## src/rtl/mreq_pkg.sv

```systemverilog
// Shared types for the memory request controller.
package mreq_pkg;
    typedef enum logic [1:0] {ST_IDLE, ST_WAIT, ST_DONE} mreq_state_e;
    typedef enum logic [1:0] {OP_NONE, OP_IFETCH, OP_DREAD, OP_DWRITE} mreq_op_e;
endpackage

```

## src/rtl/mreq_arbiter.sv

```systemverilog
// Fixed-priority selector over the three cache requests.
// Assumes requests are levels; the caller samples the result only in idle.
module mreq_arbiter
    import mreq_pkg::*;
(
    input  logic     ifetch_req,
    input  logic     dread_req,
    input  logic     dwrite_req,
    output mreq_op_e op
);
    // Write beats data read, data read beats instruction read.
    always_comb begin
        if (dwrite_req)      op = OP_DWRITE;
        else if (dread_req)  op = OP_DREAD;
        else if (ifetch_req) op = OP_IFETCH;
        else                 op = OP_NONE;
    end
endmodule

```

## src/rtl/mreq_wait_timer.sv

```systemverilog
// Counts memory settling cycles while run is high.
// Assumes LAT >= 1; clear restarts the count; expired flags the last wait cycle.
module mreq_wait_timer #(
    parameter int LAT = 10
) (
    input  logic clk,
    input  logic rst_n,
    input  logic clear,
    input  logic run,
    output logic expired
);
    localparam int CW = (LAT < 2) ? 1 : $clog2(LAT);

    logic [CW-1:0] cnt;

    assign expired = (cnt == CW'(LAT - 1));

    // Advance the count during the wait, hold it once it reaches the limit.
    always_ff @(posedge clk) begin
        if (!rst_n || clear)        cnt <= '0;
        else if (run && !expired)   cnt <= cnt + 1'b1;
    end

    AST_TIMER_BOUND: assert property (@(posedge clk) disable iff (!rst_n)
        cnt <= CW'(LAT - 1)) else $error("timer count past limit");
endmodule

```

## src/rtl/mem_req_ctrl.sv

```systemverilog
// Unified cache-to-memory request controller.
// Accepts one request in idle, holds select, direction and address for
// LAT_CYC cycles, then pulses done and returns read data with a valid flag.
// Assumes the cache holds its request until done and then drops it.
module mem_req_ctrl
    import mreq_pkg::*;
#(
    parameter int ADDR_W        = 16,
    parameter int DATA_W        = 8,
    parameter int CLK_PERIOD_NS = 8,
    parameter int MEM_DELAY_NS  = 80
) (
    input  logic              clk,
    input  logic              rst_n,
    input  logic              ifetch_req,
    input  logic              dread_req,
    input  logic              dwrite_req,
    input  logic [ADDR_W-1:0] iaddr_in,
    input  logic [ADDR_W-1:0] daddr_in,
    input  logic [DATA_W-1:0] dwdata_in,
    input  logic [DATA_W-1:0] mem_rdata,
    output logic              mem_sel,
    output logic              mem_rw,
    output logic              mem_ifetch,
    output logic [ADDR_W-1:0] mem_iaddr,
    output logic [ADDR_W-1:0] mem_daddr,
    output logic [DATA_W-1:0] mem_wdata,
    output logic              xfer_done,
    output logic              rd_valid,
    output logic [DATA_W-1:0] rdata_out
);
    localparam int LAT_RAW = (MEM_DELAY_NS + CLK_PERIOD_NS - 1) / CLK_PERIOD_NS;
    localparam int LAT_CYC = (LAT_RAW < 1) ? 1 : LAT_RAW;
    localparam int SCW     = $clog2(LAT_CYC + 2);

    mreq_state_e state;
    mreq_op_e    pick;
    logic        wait_over;

    mreq_arbiter u_arb (
        .ifetch_req (ifetch_req),
        .dread_req  (dread_req),
        .dwrite_req (dwrite_req),
        .op         (pick)
    );

    mreq_wait_timer #(.LAT(LAT_CYC)) u_timer (
        .clk     (clk),
        .rst_n   (rst_n),
        .clear   (state == ST_IDLE),
        .run     (state == ST_WAIT),
        .expired (wait_over)
    );

    // Main sequencer: accept, wait for settling, report, release.
    always_ff @(posedge clk) begin
        if (!rst_n) begin
            state      <= ST_IDLE;
            mem_sel    <= 1'b0;
            mem_rw     <= 1'b1;
            mem_ifetch <= 1'b0;
            mem_iaddr  <= '0;
            mem_daddr  <= '0;
            mem_wdata  <= '0;
            xfer_done  <= 1'b0;
            rd_valid   <= 1'b0;
            rdata_out  <= '0;
        end else begin
            case (state)
                ST_IDLE: begin
                    if (pick != OP_NONE) begin
                        state      <= ST_WAIT;
                        mem_sel    <= 1'b1;
                        mem_rw     <= (pick != OP_DWRITE);
                        mem_ifetch <= (pick == OP_IFETCH);
                        rd_valid   <= 1'b0;
                        if (pick == OP_IFETCH) mem_iaddr <= iaddr_in;
                        else                   mem_daddr <= daddr_in;
                        if (pick == OP_DWRITE) mem_wdata <= dwdata_in;
                    end
                end
                ST_WAIT: begin
                    if (wait_over) begin
                        state     <= ST_DONE;
                        xfer_done <= 1'b1;
                        if (mem_rw) begin
                            rdata_out <= mem_rdata;
                            rd_valid  <= 1'b1;
                        end
                    end
                end
                ST_DONE: begin
                    state     <= ST_IDLE;
                    xfer_done <= 1'b0;
                    mem_sel   <= 1'b0;
                end
                default: state <= ST_IDLE;
            endcase
        end
    end

    // Checker-only count of select-high cycles before done.
    logic [SCW-1:0] sel_cnt;
    always_ff @(posedge clk) begin
        if (!rst_n || xfer_done || !mem_sel) sel_cnt <= '0;
        else                                 sel_cnt <= sel_cnt + 1'b1;
    end

    AST_DONE_PULSE: assert property (@(posedge clk) disable iff (!rst_n)
        xfer_done |=> !xfer_done) else $error("done longer than one cycle");
    AST_DONE_LATENCY: assert property (@(posedge clk) disable iff (!rst_n)
        xfer_done |-> (sel_cnt == SCW'(LAT_CYC))) else $error("wrong latency");
    AST_SEL_STABLE: assert property (@(posedge clk) disable iff (!rst_n)
        (mem_sel && !xfer_done) |=> (mem_sel && $stable(mem_rw) &&
        $stable(mem_iaddr) && $stable(mem_daddr))) else $error("access moved");
    AST_SEL_DROP: assert property (@(posedge clk) disable iff (!rst_n)
        xfer_done |=> !mem_sel) else $error("select held after done");
    AST_VALID_ON_READ: assert property (@(posedge clk) disable iff (!rst_n)
        $rose(rd_valid) |-> (xfer_done && mem_rw)) else $error("bad valid");
endmodule

```

## config.mk

```make
export PLATFORM = sky130hd
export DESIGN_NAME = mem_req_ctrl
export DESIGN_NICKNAME = d
export VERILOG_FILES = /design/src/rtl/mreq_pkg.sv /design/src/rtl/mreq_arbiter.sv /design/src/rtl/mreq_wait_timer.sv /design/src/rtl/mem_req_ctrl.sv
export SDC_FILE = /design/constraint.sdc
export NUM_CORES = 1
export LEC_CHECK = 0
export ABC_AREA = 1
export BUFFER_PORTS_ARGS = -buffer_cell sky130_fd_sc_hd__buf_2
export CAP_MARGIN = 10
export CORE_MARGIN = 2
export CORE_UTILIZATION = 45
export DETAILED_ROUTE_END_ITERATION = 12
export PLACE_DENSITY = 0.76
export SLEW_MARGIN = 20
export SYNTH_ARGS = -nofsm -noshare
export SYNTH_HDL_FRONTEND = slang
export SYNTH_SLANG_ARGS = --single-unit
```

## constraint.sdc

```tcl
create_clock -name clk -period 1.5 [get_ports clk]
set_input_delay 0.15 -clock clk [delete_from_list [all_inputs] [get_ports clk]]
set_output_delay 0.15 -clock clk [all_outputs]
set_load 0.01 [all_outputs]
```

Word-level counts from Yosys, hierarchy flattened:

Cells that the tools add are included.

* flip-flop bits (word level): 59
* input bits: 53
* logic and storage cells: 54

* add/sub/neg operators: 1
* equal/unequal tests: 9
* mux-type cells: 14
* bitwise operators: 1
* reduce and logical (&&, ||, !) cells: 18

Operators with widths (number)
* AND reduction 3 bit: 4
* two-way mux 2 bit: 4
* inequality test 2 bit, second input constant: 4
* AND reduction 2 bit: 4
* nonzero test 2 bit: 4
* two-way mux 1 bit: 6
* case mux 1 bit (2 select lines): 3
* adder 4 x 1 -> 4 bit, second input constant: 1
* == test 2 x 1 -> 1 bit, second input constant: 2
* == test 2 bit, second input constant: 2
* == test 4 bit, second input constant: 1
* case mux 2 bit (2 select lines): 1
* AND reduction 4 bit: 1
* logical NOT 1 bit: 2
* logical NOT 2 bit: 1
* logical AND 1 bit: 1
* logical OR 1 bit: 1
* NOT 1 bit: 1

Longest topological paths before layout:

* depth after elaboration: 6
* gate-level depth with buffers: 8

Modules after synthesis:

Synthesis repeated with hierarchy kept, for this count alone.

* cell total of the unflattened synthesis: 355
* area, all modules: 2518.7 sq um

Modules (own cells, without submodules)
* mem_req_ctrl: instances 1, cells each 319, area an instance 2267.2 sq um, sequential area each 1101.1 sq um
* mreq_wait_timer: instances 1, cells each 31, area an instance 232.7 sq um, sequential area each 80.1 sq um
* mreq_arbiter: instances 1, cells each 5, area an instance 18.8 sq um, sequential area each 0.0 sq um

Least setup slack after synthesis:

OpenSTA, ideal clock, no wires.

* kind: register -> register
* start: register u_timer.cnt[0]
* end: register rdata_out[0]
* library setup time: 0.116 ns
* arrival time: 1.044 ns
* data required time: 1.384 ns
* slack: 0.340 ns
* cell stages (with the launch flop): 7
* path buffers: 0
* period minus slack after synthesis: 1.160 ns
* cell sequence: dfxtp_1 > ha_1 > nand3_1 > nor2_2 > nand2_2 > o21ai_0 > nor2_1

* longest elaborated chain between the ends: 2

RTL lines
* start: declaration: RTL line mreq_wait_timer.sv:14 `logic [CW-1:0] cnt;`
* start signal: assignment: RTL line mreq_wait_timer.sv:21 `else if (run && !expired) cnt <= cnt + 1'b1;`
* == test 4 bit: RTL line mreq_wait_timer.sv:16 `assign expired = (cnt == CW'(LAT - 1));`
* AND reduction 3 bit (no line)
* end signal: assignment: RTL line mem_req_ctrl.sv:87 `rdata_out <= mem_rdata;`
* end: declaration: RTL line mem_req_ctrl.sv:30 `output logic [DATA_W-1:0] rdata_out`

Every way passes these cells.
A chain may end at the register's enable or synchronous reset.

Final worst setup path:

* start: register u_timer.cnt[0]
* end: register rdata_out[2]

Same word-level chain as after synthesis.

==> impl_results.html <==
<table>
<tr><th>Metric</th><th>Value</th></tr>
<tr><th colspan="2">Status</th></tr>
<tr><td>Result of the run</td><td>completed</td></tr>
<tr><th colspan="2">CTS</th></tr>
<tr><td>Setup bufs post-CTS</td><td>0</td></tr>
<tr><td>Clock latency at the later pin of the worst-skew pair</td><td>0.32 ns</td></tr>
<tr><td>Clock tree from TritonCTS</td><td>done</td></tr>
<tr><td>Clock-pin slew on the worst setup and hold paths</td><td>0.06 ns</td></tr>
<tr><td>CTS root buf</td><td>clkbuf_8</td></tr>
<tr><td>Number of H-tree levels</td><td>3</td></tr>
<tr><td>Number of buffers inserted during clock tree synthesis</td><td>9</td></tr>
<tr><td>Buffer depth of the longest clock path</td><td>2</td></tr>
<tr><td>CTS Sinks</td><td>59</td></tr>
<tr><th colspan="2">Synth</th></tr>
<tr><td>Leading cell types by total area after synthesis</td><td>dfxtp_1 54%, nor2_1 12%, o21ai_0 11%</td></tr>
<tr><td>Number of different library cells in the post-synthesis netlist</td><td>25</td></tr>
<tr><td>Sequential cell area fraction in the yosys report</td><td>0.5435</td></tr>
<tr><td>Number of nets produced by synthesis</td><td>328</td></tr>
<tr><td>Syn_area_per_cell</td><td>7.961 um2</td></tr>
<tr><td>Dominant cell type by area after synthesis</td><td>dfxtp_1</td></tr>
<tr><td>Flops &amp; latches, synth</td><td>59</td></tr>
<tr><td>Synth top area share</td><td>0.5435</td></tr>
<tr><td>Total of warnings raised by yosys</td><td>0</td></tr>
<tr><td>Mapped cell area</td><td>2173 um2</td></tr>
<tr><td>Synthesized instance count</td><td>273</td></tr>
<tr><th colspan="2">Power and ir drop</th></tr>
<tr><td>Leak</td><td>1.421 nW</td></tr>
<tr><td>Power consumption</td><td>3.311 mW</td></tr>
<tr><td>Logic gate share of total power</td><td>0.130</td></tr>
<tr><td>Reg power frac</td><td>0.514</td></tr>
<tr><td>Net Sw Power</td><td>816.0 uW</td></tr>
<tr><td>Internal power component</td><td>2.494 mW</td></tr>
<tr><td>Switch share</td><td>0.2465</td></tr>
<tr><td>Areal power density over the cells</td><td>1138 nW/um2</td></tr>
<tr><td>Worst IR drop on VDD</td><td>0.5722 mV</td></tr>
<tr><td>Clock network fraction of design power</td><td>0.356</td></tr>
<tr><th colspan="2">Route</th></tr>
<tr><td>Total detailed-routing wirelength</td><td>5059 um</td></tr>
<tr><td>1st-iter DRT viols</td><td>95</td></tr>
<tr><td>Total DRC errors in the routed layout</td><td>0</td></tr>
<tr><td>Routed wire per std cell</td><td>11.58 um</td></tr>
<tr><td>Vias per cell</td><td>4.668</td></tr>
<tr><td>Count of nets left with antenna violations after detail routing</td><td>0</td></tr>
<tr><td>Router iterations before antenna repair</td><td>4</td></tr>
<tr><td>Count of vias placed by the detailed router</td><td>2040</td></tr>
<tr><th colspan="2">Placement</th></tr>
<tr><td>Post-placement worst setup slack</td><td>0.1689 ns</td></tr>
<tr><td>Port Buf Inserts</td><td>105</td></tr>
<tr><td>Post-placement cell area</td><td>2754 um2</td></tr>
<tr><td>Placed instance count</td><td>425</td></tr>
<tr><td>Gp weighted congestion</td><td>0.8576</td></tr>
<tr><td>Detailed Place HPWL</td><td>3632 um</td></tr>
<tr><th colspan="2">STA</th></tr>
<tr><td>Final Worst Setup Slack</td><td>0.1464 ns</td></tr>
<tr><td>Setup repair after global routing missed its margin</td><td>yes</td></tr>
<tr><td>Tightest Pin Transition</td><td>0.3686 ns</td></tr>
<tr><td>Min Clock Period, post-route</td><td>1.354 ns</td></tr>
<tr><td>Maximum clock frequency</td><td>738.8 MHz</td></tr>
<tr><td>Final setup fails</td><td>0</td></tr>
<tr><td>Post-route worst hold slack</td><td>0.04660 ns</td></tr>
<tr><td>Final max-slew violation count</td><td>0</td></tr>
<tr><td>Worst max-slew margin expressed relative to the limit</td><td>0.7543</td></tr>
<tr><td>Number of hold-slack violations in the final timing report</td><td>0</td></tr>
<tr><td>Part of the cycle the worst path needs</td><td>0.9024</td></tr>
<tr><td>Setup clock skew after layout</td><td>0.008286 ns</td></tr>
<tr><td>Setup TNS</td><td>0 ns</td></tr>
<tr><th colspan="2">GRT</th></tr>
<tr><td>Global-route usage over all layers</td><td>0.1971</td></tr>
<tr><td>Number of antenna violations at the first check in global routing</td><td>0</td></tr>
<tr><td>Global-route wire length before repair</td><td>8135 um</td></tr>
<tr><td>Total overflow reported by the global router</td><td>0</td></tr>
<tr><td>Pin count of the biggest net entering global routing</td><td>34</td></tr>
<tr><td>Via count of the first global-routing pass</td><td>1929</td></tr>
<tr><th colspan="2">Die</th></tr>
<tr><td>Die area</td><td>5402 um2</td></tr>
<tr><td>Ports</td><td>106</td></tr>
<tr><td>Initial core utilization</td><td>0.4632</td></tr>
<tr><td>Number of placement rows</td><td>25</td></tr>
<tr><td>Core ar.</td><td>4692 um2</td></tr>
<tr><td>Die Wd</td><td>73.50 um</td></tr>
<tr><td>Die Span Y</td><td>73.50 um</td></tr>
<tr><th colspan="2">Cells and area</th></tr>
<tr><td>Layout cell share with drive strength beyond 1</td><td>0.3368</td></tr>
<tr><td>Post-Route Utilization</td><td>0.6200</td></tr>
<tr><td>Nets@finish</td><td>437</td></tr>
<tr><td>Layout overhead on the synthesized area</td><td>33.85%</td></tr>
<tr><td>Non-filler cells in the finished layout</td><td>437</td></tr>
<tr><td># diodes</td><td>0</td></tr>
<tr><td>Finished layout cell area</td><td>2909 um2</td></tr>
<tr><th colspan="2">Worst setup path</th></tr>
<tr><td>Cell count of the worst reg-to-reg path</td><td>7</td></tr>
<tr><td>Crit path launch type</td><td>register</td></tr>
<tr><td>Worst setup path class</td><td>reg -&gt; reg</td></tr>
<tr><td>Endpoint required time on the critical path</td><td>1.76 ns</td></tr>
<tr><td>Worst reg2reg setup slack</td><td>0.15 ns</td></tr>
<tr><td>Terminus of the critical flop-to-flop path</td><td>rdata_out[2]</td></tr>
<tr><td>Startpoint of the worst-slack reg-to-reg timing path</td><td>u_timer.cnt[0]</td></tr>
<tr><td>Worst setup EP type</td><td>register</td></tr>
<tr><td>Endpoint arrival time on the critical path</td><td>1.61 ns</td></tr>
<tr><td>Worst Path Max Fanout</td><td>10</td></tr>
<tr><th colspan="2">Run</th></tr>
<tr><td>Number of max-cap violations</td><td>0</td></tr>
<tr><th colspan="2">Hold path</th></tr>
<tr><td>Worst hold path endpoint</td><td>mem_daddr[10]</td></tr>
<tr><td>Hold-critical path depth</td><td>3</td></tr>
<tr><td>Type of the tightest min-delay check</td><td>in -&gt; reg</td></tr>
<tr><td>Worst min-delay path startpoint</td><td>daddr_in[10]</td></tr>
</table>
-- routing by layer --
metal	routed length [um]	vias to the layer above	GRT usage	share of wire
met5	0	-	0	0
met4	136	0	0.1212	0.027
met3	219	10	0.04664	0.043
met2	2473	54	0.3284	0.49
met1	2230	888	0.2267	0.44
li1	-	1088	-	-
-- cell type report --
class,instances,area (um2)
clock buffer,12,155.1
fill,442,1783
inverter,30,115.1
multi-input combinational,173,822.0
sequential,59,1181
tap,54,67.56
timing repair buffer,109,568.0
-- placed cells by master (no fill, tap or decap), drive strengths merged --
cell type    n
xor2         1
ha           2
clkbuf      12
nand3        6
a21oi       25
or2          1
dfxtp       59
nand2       14
o21a         1
nor3         1
nor2        72
inv         30
o21ai       50
buf        109
-- synthesized netlist by cell type --
cell / n
a21oi_1: 25
nor2_2: 1
nand3_1: 5
inv_2: 2
o21ai_1: 4
nand3_2: 1
xor2_1: 1
inv_1: 27
o21ai_0: 46
dfxtp_1: 59
nand2_1: 13
clkbuf_2: 1
or2_0: 1
nand2_2: 1
nor2_4: 2
nor2_8: 1
buf_4: 1
buf_6: 1
nor3_1: 1
o21a_1: 1
buf_2: 1
nor2_1: 68
inv_4: 1
clkbuf_1: 7
ha_1: 2
-- worst max path at each step --
stage	startpoint	endpoint	slack [ns]	cells past startpoint
after global routing	u_timer.cnt[0]	rdata_out[5]	-0.005	7
after detailed placement	u_timer.cnt[0]	rdata_out[7]	0.17	7
after global placement	u_timer.cnt[0]	rdata_out[4]	0.25	7
final	u_timer.cnt[0]	rdata_out[2]	0.15	7
after floorplan	u_timer.cnt[0]	rdata_out[0]	0.34	6
after CTS	u_timer.cnt[0]	rdata_out[2]	0.15	7
-- critical path, stage by stage (launching register included) --
cell and delay, ns:
dfxtp_1 0.39, ha_1 0.17, nand3_1 0.11, nor2_2 0.15
nand2_2 0.15, inv_2 0.16, nor2_1 0.06, nor2_1 0.10
-- registers in the layout (all words and copies together), names as in the netlist --
name,cells
mem_daddr,16
mem_iaddr,16
mem_wdata,8
rdata_out,8
u_timer.cnt,4
state,2
mem_ifetch,1
mem_rw,1
mem_sel,1
rd_valid,1
xfer_done,1
-- power groups by stage --
stage          clock, mW  combinational (mW)  sequential, mW
2_1_floorplan          0               0.198            1.78
3_3_place_gp           0               0.427            1.73
3_5_place_dp           0               0.434            1.74
4_1_cts             1.21               0.436            1.70
5_1_grt             1.27               0.489            1.71
6_report            1.18               0.431            1.70
-- cell families after synthesis --
| family | after synthesis | share of synthesized area |
|---|---|---|
| xor+xnor | 1 | 0.004031 |
| buf+inv | 41 | 0.07830 |
| fa+ha+maj | 2 | 0.01151 |
| flops | 59 | 0.5435 |
| compound gates | 76 | 0.1762 |
| simple gates | 94 | 0.1865 |
-- timing repair --
item	in CTS	in global routing
hold buffers	0	0
endpoints found under the setup margin	0	2
resized for setup	0	2
(Power assumes the default switching activity.)
